==> src/rtl/pwb_pkg.sv <==
package pwb_pkg;

   typedef enum logic [1:0] {
      SZ_BYTE  = 2'd0,
      SZ_HALF  = 2'd1,
      SZ_WORD  = 2'd2,
      SZ_DWORD = 2'd3
   } pwb_size_e;

   typedef struct packed {
      logic        write;
      logic [31:0] data;
      logic [3:0]  strb;
      pwb_size_e   size;
   } pwb_beat_t;

   typedef enum logic {
      ENG_IDLE = 1'b0,
      ENG_BUSY = 1'b1
   } pwb_eng_e;

   // byte-lane mask for an access of the given size at a word offset
   function automatic logic [3:0] lane_mask(pwb_size_e sz, logic [1:0] off);
      logic [3:0] m;
      case (sz)
         SZ_BYTE: m = 4'(4'b0001 << off);
         SZ_HALF: m = 4'(4'b0011 << off);
         default: m = 4'b1111;
      endcase
      return m;
   endfunction

endpackage

==> src/rtl/pwb_decode.sv <==
module pwb_decode
   import pwb_pkg::*;
#(
   parameter int AW       = 16,
   parameter int MIDW     = 2,
   parameter int PSW      = 2,
   parameter int PSEL_LSB = 12
)(
   input  logic                  write,
   input  logic [MIDW-1:0]       master,
   input  logic [AW-1:0]         addr,
   input  pwb_size_e             size,
   input  logic                  perm_ok,
   input  logic [(1<<MIDW)-1:0]  mst_buf_en,
   input  logic [(1<<PSW)-1:0]   per_buf_en,
   output logic                  reject,
   output logic                  bufferable,
   output logic [3:0]            strb
);

   logic             bad_size;
   logic             misaligned;
   logic             mst_ok;
   logic             per_ok;
   logic [PSW-1:0]   per_sel;

   always_comb begin
      bad_size   = (size == SZ_DWORD);
      misaligned = 1'b0;
      case (size)
         SZ_HALF: misaligned = addr[0];
         SZ_WORD: misaligned = |addr[1:0];
         default: misaligned = 1'b0;
      endcase
   end

   assign per_sel    = addr[PSEL_LSB +: PSW];
   assign mst_ok     = mst_buf_en[master];
   assign per_ok     = per_buf_en[per_sel];
   assign reject     = ~perm_ok | bad_size | misaligned;
   assign bufferable = write & ~reject & mst_ok & per_ok;
   assign strb       = lane_mask(size, addr[1:0]);

endmodule

==> src/rtl/pwb_fifo.sv <==
module pwb_fifo #(
   parameter int W     = 8,
   parameter int DEPTH = 4
)(
   input  logic         clk,
   input  logic         rst_n,
   input  logic         push,
   input  logic [W-1:0] din,
   input  logic         pop,
   output logic [W-1:0] dout,
   output logic         empty,
   output logic         full
);

   localparam int PW = (DEPTH > 1) ? $clog2(DEPTH) : 1;
   localparam int CW = $clog2(DEPTH + 1);

   if (DEPTH < 1) begin : g_bad_depth
      $error("pwb_fifo: DEPTH must be at least 1");
   end

   if (DEPTH == 1) begin : g_single
      logic [W-1:0] hold_q;
      logic         vld_q;

      always_ff @(posedge clk or negedge rst_n) begin
         if (!rst_n) begin
            hold_q <= '0;
            vld_q  <= 1'b0;
         end else begin
            if (push) hold_q <= din;
            vld_q <= push | (vld_q & ~pop);
         end
      end

      assign dout  = hold_q;
      assign empty = ~vld_q;
      assign full  = vld_q;
   end else begin : g_ring
      logic [W-1:0]  mem [DEPTH];
      logic [PW-1:0] wp_q;
      logic [PW-1:0] rp_q;
      logic [CW-1:0] cnt_q;

      always_ff @(posedge clk) begin
         if (push) mem[wp_q] <= din;
      end

      always_ff @(posedge clk or negedge rst_n) begin
         if (!rst_n) begin
            wp_q  <= '0;
            rp_q  <= '0;
            cnt_q <= '0;
         end else begin
            if (push) wp_q <= (wp_q == PW'(DEPTH - 1)) ? '0 : wp_q + 1'b1;
            if (pop)  rp_q <= (rp_q == PW'(DEPTH - 1)) ? '0 : rp_q + 1'b1;
            cnt_q <= cnt_q + CW'(push) - CW'(pop);
         end
      end

      assign dout  = mem[rp_q];
      assign empty = (cnt_q == '0);
      assign full  = (cnt_q == CW'(DEPTH));

      AST_CNT_BOUND: assert property (@(posedge clk) disable iff (!rst_n)
         cnt_q <= CW'(DEPTH));
   end

   AST_NO_OVERFLOW: assert property (@(posedge clk) disable iff (!rst_n)
      push |-> !full);
   AST_NO_UNDERFLOW: assert property (@(posedge clk) disable iff (!rst_n)
      pop |-> !empty);

endmodule

==> src/rtl/pwb_engine.sv <==
module pwb_engine
   import pwb_pkg::*;
#(
   parameter int AW = 16
)(
   input  logic          clk,
   input  logic          rst_n,
   input  logic          fifo_empty,
   input  logic [AW-1:0] fifo_addr,
   input  pwb_beat_t     fifo_beat,
   output logic          fifo_pop,
   input  logic          dir_go,
   input  logic [AW-1:0] dir_addr,
   input  pwb_beat_t     dir_beat,
   input  logic          pb_ack,
   output logic          pb_req,
   output logic [AW-1:0] pb_addr,
   output pwb_beat_t     pb_beat,
   output logic          src_dir,
   output logic          idle
);

   pwb_eng_e      state_q;
   logic [AW-1:0] addr_q;
   pwb_beat_t     beat_q;
   logic          dir_q;

   // buffered entries always win: anything direct has to wait for an empty FIFO
   assign fifo_pop = (state_q == ENG_IDLE) & ~fifo_empty;

   always_ff @(posedge clk or negedge rst_n) begin
      if (!rst_n) begin
         state_q <= ENG_IDLE;
         addr_q  <= '0;
         beat_q  <= '0;
         dir_q   <= 1'b0;
      end else begin
         case (state_q)
            ENG_IDLE: begin
               if (fifo_pop) begin
                  addr_q  <= fifo_addr;
                  beat_q  <= fifo_beat;
                  dir_q   <= 1'b0;
                  state_q <= ENG_BUSY;
               end else if (dir_go) begin
                  addr_q  <= dir_addr;
                  beat_q  <= dir_beat;
                  dir_q   <= 1'b1;
                  state_q <= ENG_BUSY;
               end
            end
            ENG_BUSY: begin
               if (pb_ack) state_q <= ENG_IDLE;
            end
            default: state_q <= ENG_IDLE;
         endcase
      end
   end

   assign pb_req  = (state_q == ENG_BUSY);
   assign pb_addr = addr_q;
   assign pb_beat = beat_q;
   assign src_dir = dir_q;
   assign idle    = (state_q == ENG_IDLE);

   AST_REQ_HELD: assert property (@(posedge clk) disable iff (!rst_n)
      (pb_req && !pb_ack) |=> (pb_req && $stable(pb_addr) && $stable(pb_beat)));
   AST_GAP_AFTER_ACK: assert property (@(posedge clk) disable iff (!rst_n)
      (pb_req && pb_ack) |=> !pb_req);

endmodule

==> src/rtl/pwb_bridge.sv <==
module pwb_bridge
   import pwb_pkg::*;
#(
   parameter int AW       = 16,
   parameter int MIDW     = 2,
   parameter int PSW      = 2,
   parameter int PSEL_LSB = 12,
   parameter int DEPTH    = 4,
   parameter bit BUF_EN   = 1'b1
)(
   input  logic                  clk,
   input  logic                  rst_n,
   input  logic                  sb_req,
   input  logic                  sb_write,
   input  logic [MIDW-1:0]       sb_master,
   input  logic [AW-1:0]         sb_addr,
   input  logic [1:0]            sb_size,
   input  logic [31:0]           sb_wdata,
   input  logic                  sb_perm_ok,
   input  logic [(1<<MIDW)-1:0]  mst_buf_en,
   input  logic [(1<<PSW)-1:0]   per_buf_en,
   output logic                  sb_ready,
   output logic                  sb_err,
   output logic [31:0]           sb_rdata,
   output logic                  pb_req,
   output logic                  pb_write,
   output logic [AW-1:0]         pb_addr,
   output logic [1:0]            pb_size,
   output logic [31:0]           pb_wdata,
   output logic [3:0]            pb_strb,
   input  logic                  pb_ack,
   input  logic                  pb_err,
   input  logic [31:0]           pb_rdata
);

   localparam int BW = $bits(pwb_beat_t);
   localparam int FW = AW + BW;

   if (AW < 3) begin : g_bad_aw
      $error("pwb_bridge: AW must be at least 3");
   end
   if (PSEL_LSB + PSW > AW) begin : g_bad_psel
      $error("pwb_bridge: peripheral select field exceeds address width");
   end
   if (DEPTH < 1) begin : g_bad_depth
      $error("pwb_bridge: DEPTH must be at least 1");
   end

   logic          reject;
   logic          dec_buf;
   logic [3:0]    lane_strb;
   logic          buf_ok;
   logic          fifo_empty;
   logic          fifo_full;
   logic          fifo_pop;
   logic          fifo_push;
   logic [FW-1:0] fifo_dout;
   logic [AW-1:0] fifo_addr;
   pwb_beat_t     fifo_beat;
   pwb_beat_t     sb_beat;
   pwb_beat_t     eng_beat;
   logic          dir_go;
   logic          dir_done;
   logic          eng_src_dir;
   logic          eng_idle;
   logic          rej_now;

   pwb_decode #(
      .AW(AW), .MIDW(MIDW), .PSW(PSW), .PSEL_LSB(PSEL_LSB)
   ) i_decode (
      .write      (sb_write),
      .master     (sb_master),
      .addr       (sb_addr),
      .size       (pwb_size_e'(sb_size)),
      .perm_ok    (sb_perm_ok),
      .mst_buf_en (mst_buf_en),
      .per_buf_en (per_buf_en),
      .reject     (reject),
      .bufferable (dec_buf),
      .strb       (lane_strb)
   );

   always_comb begin
      sb_beat       = '0;
      sb_beat.write = sb_write;
      sb_beat.data  = sb_wdata;
      sb_beat.strb  = lane_strb;
      sb_beat.size  = pwb_size_e'(sb_size);
   end

   if (BUF_EN) begin : g_post
      assign buf_ok    = dec_buf;
      assign fifo_push = sb_req & buf_ok & ~fifo_full;

      pwb_fifo #(.W(FW), .DEPTH(DEPTH)) i_fifo (
         .clk   (clk),
         .rst_n (rst_n),
         .push  (fifo_push),
         .din   ({sb_addr, sb_beat}),
         .pop   (fifo_pop),
         .dout  (fifo_dout),
         .empty (fifo_empty),
         .full  (fifo_full)
      );
   end else begin : g_direct
      assign buf_ok     = 1'b0;
      assign fifo_push  = 1'b0;
      assign fifo_dout  = '0;
      assign fifo_empty = 1'b1;
      assign fifo_full  = 1'b1;
   end

   assign fifo_addr = fifo_dout[FW-1 -: AW];
   assign fifo_beat = pwb_beat_t'(fifo_dout[BW-1:0]);

   // a direct access may only start once nothing buffered is left ahead of it
   assign dir_go = sb_req & ~reject & ~buf_ok & fifo_empty & eng_idle;

   pwb_engine #(.AW(AW)) i_engine (
      .clk        (clk),
      .rst_n      (rst_n),
      .fifo_empty (fifo_empty),
      .fifo_addr  (fifo_addr),
      .fifo_beat  (fifo_beat),
      .fifo_pop   (fifo_pop),
      .dir_go     (dir_go),
      .dir_addr   (sb_addr),
      .dir_beat   (sb_beat),
      .pb_ack     (pb_ack),
      .pb_req     (pb_req),
      .pb_addr    (pb_addr),
      .pb_beat    (eng_beat),
      .src_dir    (eng_src_dir),
      .idle       (eng_idle)
   );

   assign dir_done = pb_req & eng_src_dir & pb_ack;
   assign rej_now  = sb_req & reject;
   assign sb_ready = rej_now | fifo_push | dir_done;
   assign sb_err   = rej_now | (dir_done & pb_err);
   assign sb_rdata = pb_rdata;

   assign pb_write = eng_beat.write;
   assign pb_size  = eng_beat.size;
   assign pb_wdata = eng_beat.data;
   assign pb_strb  = eng_beat.strb;

   AST_FULL_STALL: assert property (@(posedge clk) disable iff (!rst_n)
      (sb_req && buf_ok && fifo_full) |-> !sb_ready);
   AST_READ_WAITS: assert property (@(posedge clk) disable iff (!rst_n)
      (sb_req && !sb_write && !fifo_empty) |-> (!sb_ready || sb_err));
   AST_POSTED_SILENT: assert property (@(posedge clk) disable iff (!rst_n)
      (sb_req && buf_ok) |-> !sb_err);
   AST_ERR_NEEDS_READY: assert property (@(posedge clk) disable iff (!rst_n)
      sb_err |-> sb_ready);
   AST_DIR_ISSUE: assert property (@(posedge clk) disable iff (!rst_n)
      dir_go |=> (pb_req && pb_addr == $past(sb_addr)));

endmodule

==> config.mk <==
export PLATFORM = sky130hd
export DESIGN_NAME = pwb_bridge
export DESIGN_NICKNAME = d
export VERILOG_FILES = /design/src/rtl/pwb_pkg.sv /design/src/rtl/pwb_decode.sv /design/src/rtl/pwb_fifo.sv /design/src/rtl/pwb_engine.sv /design/src/rtl/pwb_bridge.sv
export SDC_FILE = /design/constraint.sdc
export NUM_CORES = 1
export LEC_CHECK = 0
export BUFFER_PORTS_ARGS = -buffer_cell sky130_fd_sc_hd__buf_2
export CAP_MARGIN = 30
export CORE_ASPECT_RATIO = 0.75
export CORE_UTILIZATION = 40
export DETAILED_ROUTE_END_ITERATION = 16
export GPL_TIMING_DRIVEN = 0
export PLACE_DENSITY = 0.66
export SETUP_SLACK_MARGIN = 0.3
export SLEW_MARGIN = 10
export SYNTH_ARGS = -nofsm -noshare
export SYNTH_HDL_FRONTEND = slang
export SYNTH_SLANG_ARGS = --single-unit
==> constraint.sdc <==
create_clock -name clk -period 2.7 [get_ports clk]
set_clock_uncertainty 0.15 [all_clocks]
set_input_delay 0.405 -clock clk [delete_from_list [all_inputs] [get_ports clk]]
set_output_delay 0.405 -clock clk [all_outputs]
set_load 0.02 [all_outputs]
# Yosys cells after proc, flatten, opt, wreduce, memory -nomap -nowiden

Memories as Yosys holds them, arrays and structs flattened.
Cells that the tools add are included.

$add $sub $neg: 4
$lt $le $gt $ge: 2
Eq/ne operators: 6
Shifts and indexed selects: 2
Multiplexer cells: 20
Bitwise gates (word level): 25
Reduce and logical (&&, ||, !) cells: 5

Operator list:

| kind                  | number |
|---|---|
| $mux W39              | 2 |
| $mux W16              | 2 |
| $and A1 B1 Y1         | 14 |
| $mux W1               | 9 |
| $eq A2 B2 Y1 const B  | 4 |
| $pmux W4 S2           | 1 |
| $lt A2 B3 Y1 const B  | 2 |
| $not A1 Y1            | 6 |
| $or A1 B1 Y1          | 5 |
| $add A2 B1 Y2 const B | 2 |
| $bmux W1 S2           | 2 |
| $mux W2               | 2 |
| $pmux W1 S2           | 2 |
| $shl A1 B2 Y4 const A | 1 |
| $shl A2 B2 Y4 const A | 1 |
| $add A3 B1 Y3         | 1 |
| $eq A3 B3 Y1 const B  | 1 |
| $logic_not A3 Y1      | 1 |
| $sub A3 B1 Y3         | 1 |
| $eq A2 B1 Y1 const B  | 1 |
| $logic_not A2 Y1      | 1 |
| $reduce_and A2 Y1     | 1 |
| $reduce_bool A2 Y1    | 1 |
| $reduce_or A2 Y1      | 1 |

Bits in registers: 64
Memory bits (writable): 220
Input port bits: 99
Word-level logic and storage cells: 75
Memories kept: 1

Memory list:

| memory                   | depth | width | rd ports | clocked after Yosys merged registers in | wr ports | line           | source |
|---|---|---|---|---|---|---|---|
| g_post.i_fifo.g_ring.mem | 4     | 55    | 1        | 0                                       | 1        | pwb_fifo.sv:40 | `logic [W-1:0] mem [DEPTH];` |

# Longest topological paths before layout

Gate-level depths: netlist of the first run.

Depth in word-level cells: 14
Mapped depth: 9
Gate-level depth less buffers: 9

# Cells and area by module

Synthesis of the first run repeated with hierarchy kept, for this count alone.

Cells, all modules: 644
Area total of the unflattened synthesis: 11760.0 µm²

By module, submodules not included:

| module     | instances | cells an instance | area an instance (µm²) | seq. area each (µm²) |
|---|---|---|---|---|
| pwb_fifo   | 1         | 323               | 8341.8                 | 6781.5 |
| pwb_engine | 1         | 260               | 2950.3                 | 1426.4 |
| pwb_bridge | 1         | 41                | 290.3                  | 0.0 |
| pwb_decode | 1         | 20                | 177.7                  | 0.0 |

# Least setup slack after synthesis of the first run

OpenSTA, ideal clock, no wires.

Kind: input port to flip-flop
Start: input sb_size[0]
End: memory g_post.i_fifo.g_ring.mem[0][0] (netlist bit), enable pin
Library setup time: 418 ps
Data arrival time: 2878 ps
Path slack: -746 ps
Cell stages on the path: 7
Buffers on the path: 0
Cells stage by stage: inv_1 ha_1 o211a_1 a31oi_4 nand3b_2 nor3_4 and2_1

Cells in the longest elaborated chain, start to end: 11
Elaborated cells between the ends (all ways): 14
Those cells by class: eq/ne (3); mux (3); bitwise (8)

RTL lines:

| item                                        | line                               | source |
|---|---|---|
| start, declared                             | pwb_bridge.sv:17                   | `input logic [1:0] sb_size,` |
| $eq A2 B2 Y1 (tied with other cells)        | pwb_decode.sv:30                   | `case (size)` |
| $pmux W1 S2 or $or A1 B1 Y1 (tied branches) | pwb_decode.sv:30, pwb_decode.sv:40 |  |
| $or A1 B1 Y1 *                              | pwb_decode.sv:40                   | `assign reject = ~perm_ok \| bad_size \| misaligned;` |
| $not A1 Y1 *                                | pwb_decode.sv:41                   | `assign bufferable = write & ~reject & mst_ok & per_ok;` |
| $and A1 B1 Y1 * (3 in a row)                | pwb_decode.sv:41                   |  |
| $and A1 B1 Y1 * (2 in a row)                | pwb_bridge.sv:93                   | `assign fifo_push = sb_req & buf_ok & ~fifo_full;` |
| via fifo_push                               | pwb_bridge.sv:56                   | `logic fifo_push;` |
| $mux W1 *                                   | pwb_fifo.sv:46                     | `if (push) mem[wp_q] <= din;` |
| $mux W1 (not written as such) *             | pwb_fifo.sv:46                     |  |
| end, declared                               | pwb_fifo.sv:40                     |  |

The timed path passes the listed nets; every way through them passes the cells marked *.

# Worst setup path in the final report of the first run

Start: input sb_addr[13]
End: memory g_post.i_fifo.g_ring.mem[3][10] (netlist bit), enable pin

Cells in the longest elaborated chain, start to end: 7

RTL lines:

| item                          | line             | source |
|---|---|---|
| start, declared               | pwb_bridge.sv:16 | `input logic [AW-1:0] sb_addr,` |
| $bmux W1 S2                   | pwb_decode.sv:39 | `assign per_ok = per_buf_en[per_sel];` |
| $mux W1 (not written as such) | pwb_decode.sv:39 |  |
| $and A1 B1 Y1                 | pwb_decode.sv:41 |  |
| $and A1 B1 Y1 (2 in a row)    | pwb_bridge.sv:93 |  |
| via fifo_push                 | pwb_bridge.sv:56 |  |
| $mux W1                       | pwb_fifo.sv:46   |  |
| $mux W1 (not written as such) | pwb_fifo.sv:46   |  |

The timed path passes the listed nets, and every way through them passes these cells. The select of a mux whose other input is x is not followed.

==> qor.yml, run 1 <==
sta:
  finalWorstPathRequiredPeriod_ns: 2.359
  totalNegativeSetupSlack_ns: 0
  hold-worst-slack_ns: 0.03249
  unrepaired_setup_endpoints_after_global_routing: "true"
  count_of_endpoints_failing_hold_in_the_final_timing_report: 0
  timing.fmax_mhz: 423.9
  slew_headroom: 0.3839
  tightestPinTransition_ns: 0.9241
  fin_crit_sh: 0.8737
  report.final.setup_viol: 0
  report.final.slew_viol_count: 0
  post-route-worst-setup-slack_ns: 0.3409
power_and_ir_drop:
  leakage_nw: 5.291
  power_frac_clock: 0.265
  power.switching_mw: 4.653
  power.share.combinational: 0.335
  sw_frac_of_total: 0.3339
  sequentialPowerShare: 0.401
  power.density_nw_per_um2: 960.2
  maximum_resistive_drop_on_vdd_mv: 0.5102
  intPower_mw: 9.281
route:
  routed_vias_inst: 5.303
  drt.antenna.violating_nets: 0
  detail_route.wl_per_cell_um: 20.58
  drcViolationCount: 0
  drt_pass1_iterations: 5
  dr.first_iter.drc_count: 645
  vias: 7218
  wl_um: 28010
hold_path:
  worstHoldPathType: "primary input to flip-flop"
setup_path:
  cp-start-kind: "primary input"
  path_max_fanout: 55
  timing.critical_path.arrival_ns: 2.35
  worstSetupPathType: "primary input to flip-flop"
  end_kind: "flip-flop"
  critical_path_required_ns: 2.69
floorplan:
  floorplan.die.width_um: 199.2
  floorplan.initialDensity: 0.4119
  fp.dieH_um: 149.9
  placement_rows: 53
  io_pins: 189
  die-area_um2: 29850
  core_um2: 28320
cts:
  cts_buffers: 27
  clock_tree.htree_level_count: 1
  tritoncts: "built"
  cts_root_buf: "clkbuf_16"
  insertion_delay_ns: 0.52
  clkTransAtPathRegs_ns: 0.06
  ctsLongestPathBuffers: 3
  cts_sinks: 284
yosys:
  synth_edf_count: 220
  syn-instance-count: 710
  netlist-cell-type-count: 39
  synth.cell_area_um2: 11660
  synthesis.area_per_instance_um2: 16.43
  synth.ff_latch_count: 284
  synth-warning-count: 0
  mappedNetlistNets: 821
  postSynth.topFlopCell: "edfxtp_1"
  sequential_share_of_the_synthesized_area: 0.7037
  synthArstFlopShare: 0.2254
cells_and_area:
  finish.utilization: 0.5125
  fin_area_um2: 14510
  area_growth_pct: 24.42
  final_nets: 1066
  multi_input_area_um2: 2935
  num-fill-cells: 2371
  layout.cells.most_common: "edfxtp_1"
  regArea_um2: 8208
  most-common-layout-cells: "edfxtp_1, buf_2, dfrtp_1"
  fraction_of_final_layout_cells_sized_beyond_drive_strength_1: 0.3508
run:
  timing.max_cap.violations: 0
global_route:
  antenna_violations_before_repair: 2
  first_pass_grt_wire_length_um: 41790
  grt_start_max_net_pins: 56
  globalRouteTotalUtil: 0.1870
  grt_overflow: 0
  grt_pass1_vias: 7077
place:
  io_buffers: 156
  placement.cell_area_um2: 13000
  finalWeightedCongestion: 0.7274
  hpwl_um: 17470
  post-place-ws_ns: -0.5960
run_status:
  run_status: "finished clean"
==> per-layer routing <==
layer,wire length (um),share of wire,up-vias,GRT usage
met3,1776,0.063,29,0.03088
met2,13040,0.47,278,0.2918
met5,10,0.00036,-,0
met1,12870,0.46,3681,0.2797
li1,-,-,3228,-
met4,312,0.011,2,0.02962
==> cell families after synthesis <==
family                   count (synthesis)  share of synthesized area
AO/OA/AOI/OAI                          172                    0.08389
XOR/XNOR                                 2                   0.001502
adder cells (fa/ha/maj)                 12                    0.01352
buffers and inverters                   92                    0.05160
flip-flops                             284                     0.7037
multiplexers                            60                     0.1124
AND/OR/NAND/NOR                         88                    0.03336
==> area by class of cell <==
class / instances / area share
diodes: 1 / 0.0001724
clock buffers: 33 / 0.04949
inverters: 12 / 0.004311
well taps: 385 / 0.03320
multi-input cells: 336 / 0.2023
plain buffers: 80 / 0.03889
flip-flops and latches: 284 / 0.5656
clock inverters: 16 / 0.009484
repair buffers: 214 / 0.09657
==> worst max-delay path: stages <==
cell	delay, ns
buf_2	0.15
mux2i_1	0.14
o22ai_2	0.35
nand2_4	0.14
nor3_4	0.23
buf_6	0.14
and2_4	0.74
==> flip-flops by register name, summed over array words and instances (netlist names) <==
signal,flops
g_post.i_fifo.g_ring.cnt_q,3
g_post.i_fifo.g_ring.mem,220
g_post.i_fifo.g_ring.rp_q,2
g_post.i_fifo.g_ring.wp_q,2
i_engine.pb_addr,16
i_engine.pb_beat,39
i_engine.pb_req,1
i_engine.src_dir,1
==> final timing paths <==
path	from	end	slack (ns)	cells after the start
worst min-delay path	sb_write	g_post.i_fifo.g_ring.mem[3][38]	0.03	1
min in group asynchronous	rst_n	i_engine.pb_addr[11]	0.21	2
worst max register to register	g_post.i_fifo.g_ring.cnt_q[1]	g_post.i_fifo.g_ring.cnt_q[2]	0.41	10
max in group asynchronous	rst_n	g_post.i_fifo.g_ring.wp_q[1]	1.60	3
worst min register to register	i_engine.src_dir	i_engine.src_dir	0.36	2
worst max-delay path	sb_addr[13]	g_post.i_fifo.g_ring.mem[3][10]	0.34	7
==> power by group through the flow <==
stage          registers [mW]  clock network (mW)  logic, mW
2_1_floorplan            6.11                   0       2.65
3_5_place_dp             5.68                   0       4.54
6_report                 5.58                3.69       4.66
3_3_place_gp             5.66                   0       4.47
5_1_grt                  5.64                3.90       5.09
4_1_cts                  5.59                3.75       4.67
==> through the flow <==
stage | std cells | power (mW)
2_1_floorplan | 710 | 8.756
3_3_place_gp | 1251 | 10.13
3_5_place_dp | 1252 | 10.21
4_1_cts | 1358 | 14.01
5_1_grt | 1360 | 14.63
6_report | 1361 | 13.93
==> Yosys cell counts, drive strengths merged (2+ instances only) <==
cell	instances	share of area
nand2	13	0.0044
edfxtp	220	0.57
and2	6	0.0032
buf	64	0.043
mux2i	2	0.0017
o31ai	4	0.0026
nand3	7	0.0030
inv	12	0.0039
mux4	56	0.11
ha	11	0.012
nor2	54	0.017
clkbuf	16	0.0051
a21oi	51	0.022
dfrtp	64	0.14
o22ai	5	0.0032
nand3b	2	0.0016
o21ai	56	0.024
a31oi	52	0.029
mux2	2	0.0026
nor3	4	0.0027
==> what timing repair did <==
action	CTS	global route
resized for setup	18	9
pin swaps	7	5
hold buffers	49	0
cloned	2	0
endpoints found under the hold margin	213	0
endpoints found under the setup margin	224	113
buffers inserted	6	2
Note: power is estimated with default switching activity, not from simulation.
==> run 2: changes to the inputs <==
--- a/config.mk
+++ b/config.mk
@@ -8,10 +8,11 @@
 export BUFFER_PORTS_ARGS = -buffer_cell sky130_fd_sc_hd__buf_2
 export CAP_MARGIN = 30
 export CORE_ASPECT_RATIO = 0.75
-export CORE_UTILIZATION = 40
+export CORE_UTILIZATION = 51
 export DETAILED_ROUTE_END_ITERATION = 16
 export GPL_TIMING_DRIVEN = 0
-export PLACE_DENSITY = 0.66
+export MAX_ROUTING_LAYER = met4
+export PLACE_DENSITY = 0.8
 export SETUP_SLACK_MARGIN = 0.3
 export SLEW_MARGIN = 10
 export SYNTH_ARGS = -nofsm -noshare
==> run 2 against run 1 <==
Sequential power is essentially flat. Register-to-register slack lost 0.04 ns. Wire length grew 0.17%. Sequential share of layout area up 0.34 points. Critical endpoint is now sb_ready.
==> qor.yml, run 2 (synthesis gave the netlist of run 1 again) <==
floorplan:
  fp.dieH_um: 133.0  # -11%
  placement_rows: 47  # -11%
  die-area_um2: 23480  # -21%
  floorplan.die.width_um: 176.6  # -11%
  io_pins: 189  # unchanged
  core_um2: 22230  # -21%
  floorplan.initialDensity: 0.5247  # +0.1128
setup_path:
  path_max_fanout: 7  # -87%
  critical_path_required_ns: 2.14  # -0.55 ns
  worstSetupPathType: "primary input to output port"
  regToRegStartpoint: "g_post.i_fifo.g_ring.cnt_q[2]"
  timing.critical_path.from: "sb_addr[13]"
  worst_r2r_path_depth: 9  # -1
  worstReg2RegEnd: "g_post.i_fifo.g_ring.cnt_q[2]"
  end_kind: "output port"
  timing.critical_path.arrival_ns: 1.81  # -0.54 ns
  cp-start-kind: "primary input"
  setup.reg_to_reg.worst_slack_ns: 0.37  # -0.04 ns
cells_and_area:
  fraction_of_final_layout_cells_sized_beyond_drive_strength_1: 0.3528  # +0.001992
  largest_register_ff_count: 220  # unchanged
  fin_area_um2: 14420  # -0.60%
  final_nets: 1069  # +0.28%
  area_growth_pct: 23.66
  most-common-layout-cells: "edfxtp_1, buf_2, dfrtp_1"
  registers.top_by_ff_count: "g_post.i_fifo.g_ring.mem"
  layout.cells.most_common: "edfxtp_1"
global_route:
  first_pass_grt_wire_length_um: 41430  # -0.86%
  grt_overflow: 0  # unchanged
  grt_pass1_vias: 7344  # +3.8%
  grt_start_max_net_pins: 56  # unchanged
  globalRouteTotalUtil: 0.2423  # +0.05531
  antenna_violations_before_repair: 1  # -1
route:
  drt.antenna.violating_nets: 0  # unchanged
  wl_um: 28060  # +0.17%
  drt_pass1_iterations: 5  # unchanged
  top_layer_used: "met4"
  drcViolationCount: 0  # unchanged
  detail_route.wl_per_cell_um: 22.04  # +7.1%
  vias: 7469  # +3.5%
  wl_met2_um: 13160  # +0.89%
  dr.first_iter.drc_count: 866  # +34%
  routed_vias_inst: 5.867  # +11%
  met3RoutedLength_um: 2578  # +45%
  drt-met1-wl_um: 11800  # -8.3%
place:
  finalWeightedCongestion: 0.7913  # +8.8%
  hpwl_um: 16800  # -3.8%
  placement.cell_area_um2: 12890  # -0.88%
  io_buffers: 156  # unchanged
sta:
  slew_headroom: 0.4316  # +0.04770
  count_of_endpoints_failing_hold_in_the_final_timing_report: 0  # unchanged
  tightestPinTransition_ns: 0.8526  # -0.07155 ns
  timing.fmax_mhz: 422.1  # -0.41%
  hold-worst-slack_ns: 0.03143  # -0.001051 ns
  fin_crit_sh: 0.8773  # +0.003604
  report.final.setup_viol: 0  # unchanged
  report.final.slew_viol_count: 0  # unchanged
  finalWorstPathRequiredPeriod_ns: 2.369  # +0.009730 ns
  unrepaired_setup_endpoints_after_global_routing: "true"
run:
  timing.max_cap.violations: 0  # unchanged
hold_path:
  worstHoldPathType: "primary input to flip-flop"
  worstHoldEndpoint: "g_post.i_fifo.g_ring.mem[0][38]"
  worst_hold_startpoint: "sb_write"
  hold-path-cell-count: 1  # unchanged
power_and_ir_drop:
  power.switching_mw: 4.694  # +0.89%
  sw_frac_of_total: 0.3351  # +0.001210
  power_mw: 14.01  # +0.53%
  power.share.combinational: 0.336  # about the same
  intPower_mw: 9.313  # +0.35%
  leakage_nw: 5.301  # +0.19%
  sequentialPowerShare: 0.399  # -0.002
  maximum_resistive_drop_on_vdd_mv: 0.5749  # +13%
  power.density_nw_per_um2: 971.1  # +1.1%
  power_frac_clock: 0.265  # about the same
cts:
  clkTransAtPathRegs_ns: 0.06  # about the same
  cts_buffers: 26  # -3.7%
  insertion_delay_ns: 0.53  # about the same
  cts_sinks: 284  # unchanged
  cts_root_buf: "clkbuf_16"
  ctsLongestPathBuffers: 3  # unchanged
  clock_tree.htree_level_count: 1  # unchanged
  tritoncts: "built"
run_status:
  run_status: "finished clean"
run 2: changes by cell type in the layout (fill, tap and decap cells not counted), sizes merged:
cell	previous run	this run
clkinvlp	4	3
and2	8	10
dlygate4sd3	49	48
clkinv	10	6
buf	230	233
inv	12	13
clkbuf	48	51
run 2: worst max-delay path by stage:
stage | slack, ns | end | cells after the start
after CTS | 0.17 | g_post.i_fifo.g_ring.mem[3][18] | 9
after detailed placement | -0.63 | g_post.i_fifo.g_ring.mem[3][12] | 8
final | 0.33 | sb_ready | 8
after global placement | -0.59 | g_post.i_fifo.g_ring.mem[3][12] | 8
after floorplan | 0.18 | g_post.i_fifo.g_ring.mem[3][0] | 7
after global routing | 0.28 | sb_ready | 10
run 2: repair_timing:
item,4_1_cts,5_1_grt
cloned,0,4
endpoints found under the hold margin,249,0
endpoints found under the setup margin,224,222
buffers inserted,4,7
hold buffers,48,0
gates resized for setup,9,18
pin swaps,1,7
run 2: critical path, cell delays in order:
cell and delay (ns):
buf_2 0.16, mux2i_1 0.14, o22ai_2 0.27, nand2_2 0.20, nor3_4 0.24, buf_4 0.14
nand3b_1 0.12, buf_6 0.13
run 2: cell type report:
class,instances,area (um^2)
multi-input combinational,338,2948
sequential,284,8208
tap,294,367.9
buffer,80,568.0
clock buffer,36,729.5
inverter,12,62.56
timing repair buffer,216,1410
clock inverter,12,127.6
fill,1580,7805
antenna,1,2.502
run 2: metal layers:
metal / vias to the layer above / global-route usage
li1: 3242 / -
met1: 3792 / 0.3436
met2: 399 / 0.3673
met3: 36 / 0.04368
met4: 0 / 0.05843
met5: - / -
run 2: power groups by stage:
stage / clock, mW / combinational (mW) / sequential, mW
after floorplan: 0 / 2.65 / 6.11
after global placement: 0 / 4.37 / 5.64
after detailed placement: 0 / 4.51 / 5.66
after CTS: 3.74 / 4.63 / 5.58
after global routing: 3.91 / 5.09 / 5.63
final: 3.71 / 4.71 / 5.59
run 2: through the flow:
step | util | setup slack (ns) | TNS, ns | instances
final | 0.6489 | 0.3312 | 0 | 1273
after global routing | 0.6489 | 0.2813 | 0 | 1273
after CTS | 0.6425 | 0.1653 | 0 | 1261
after detailed placement | 0.5798 | -0.6278 | -134.13 | 1161
after floorplan | - | 0.1761 | 0 | 710
after global placement | 0.5785 | -0.5855 | -125.17 | 1160
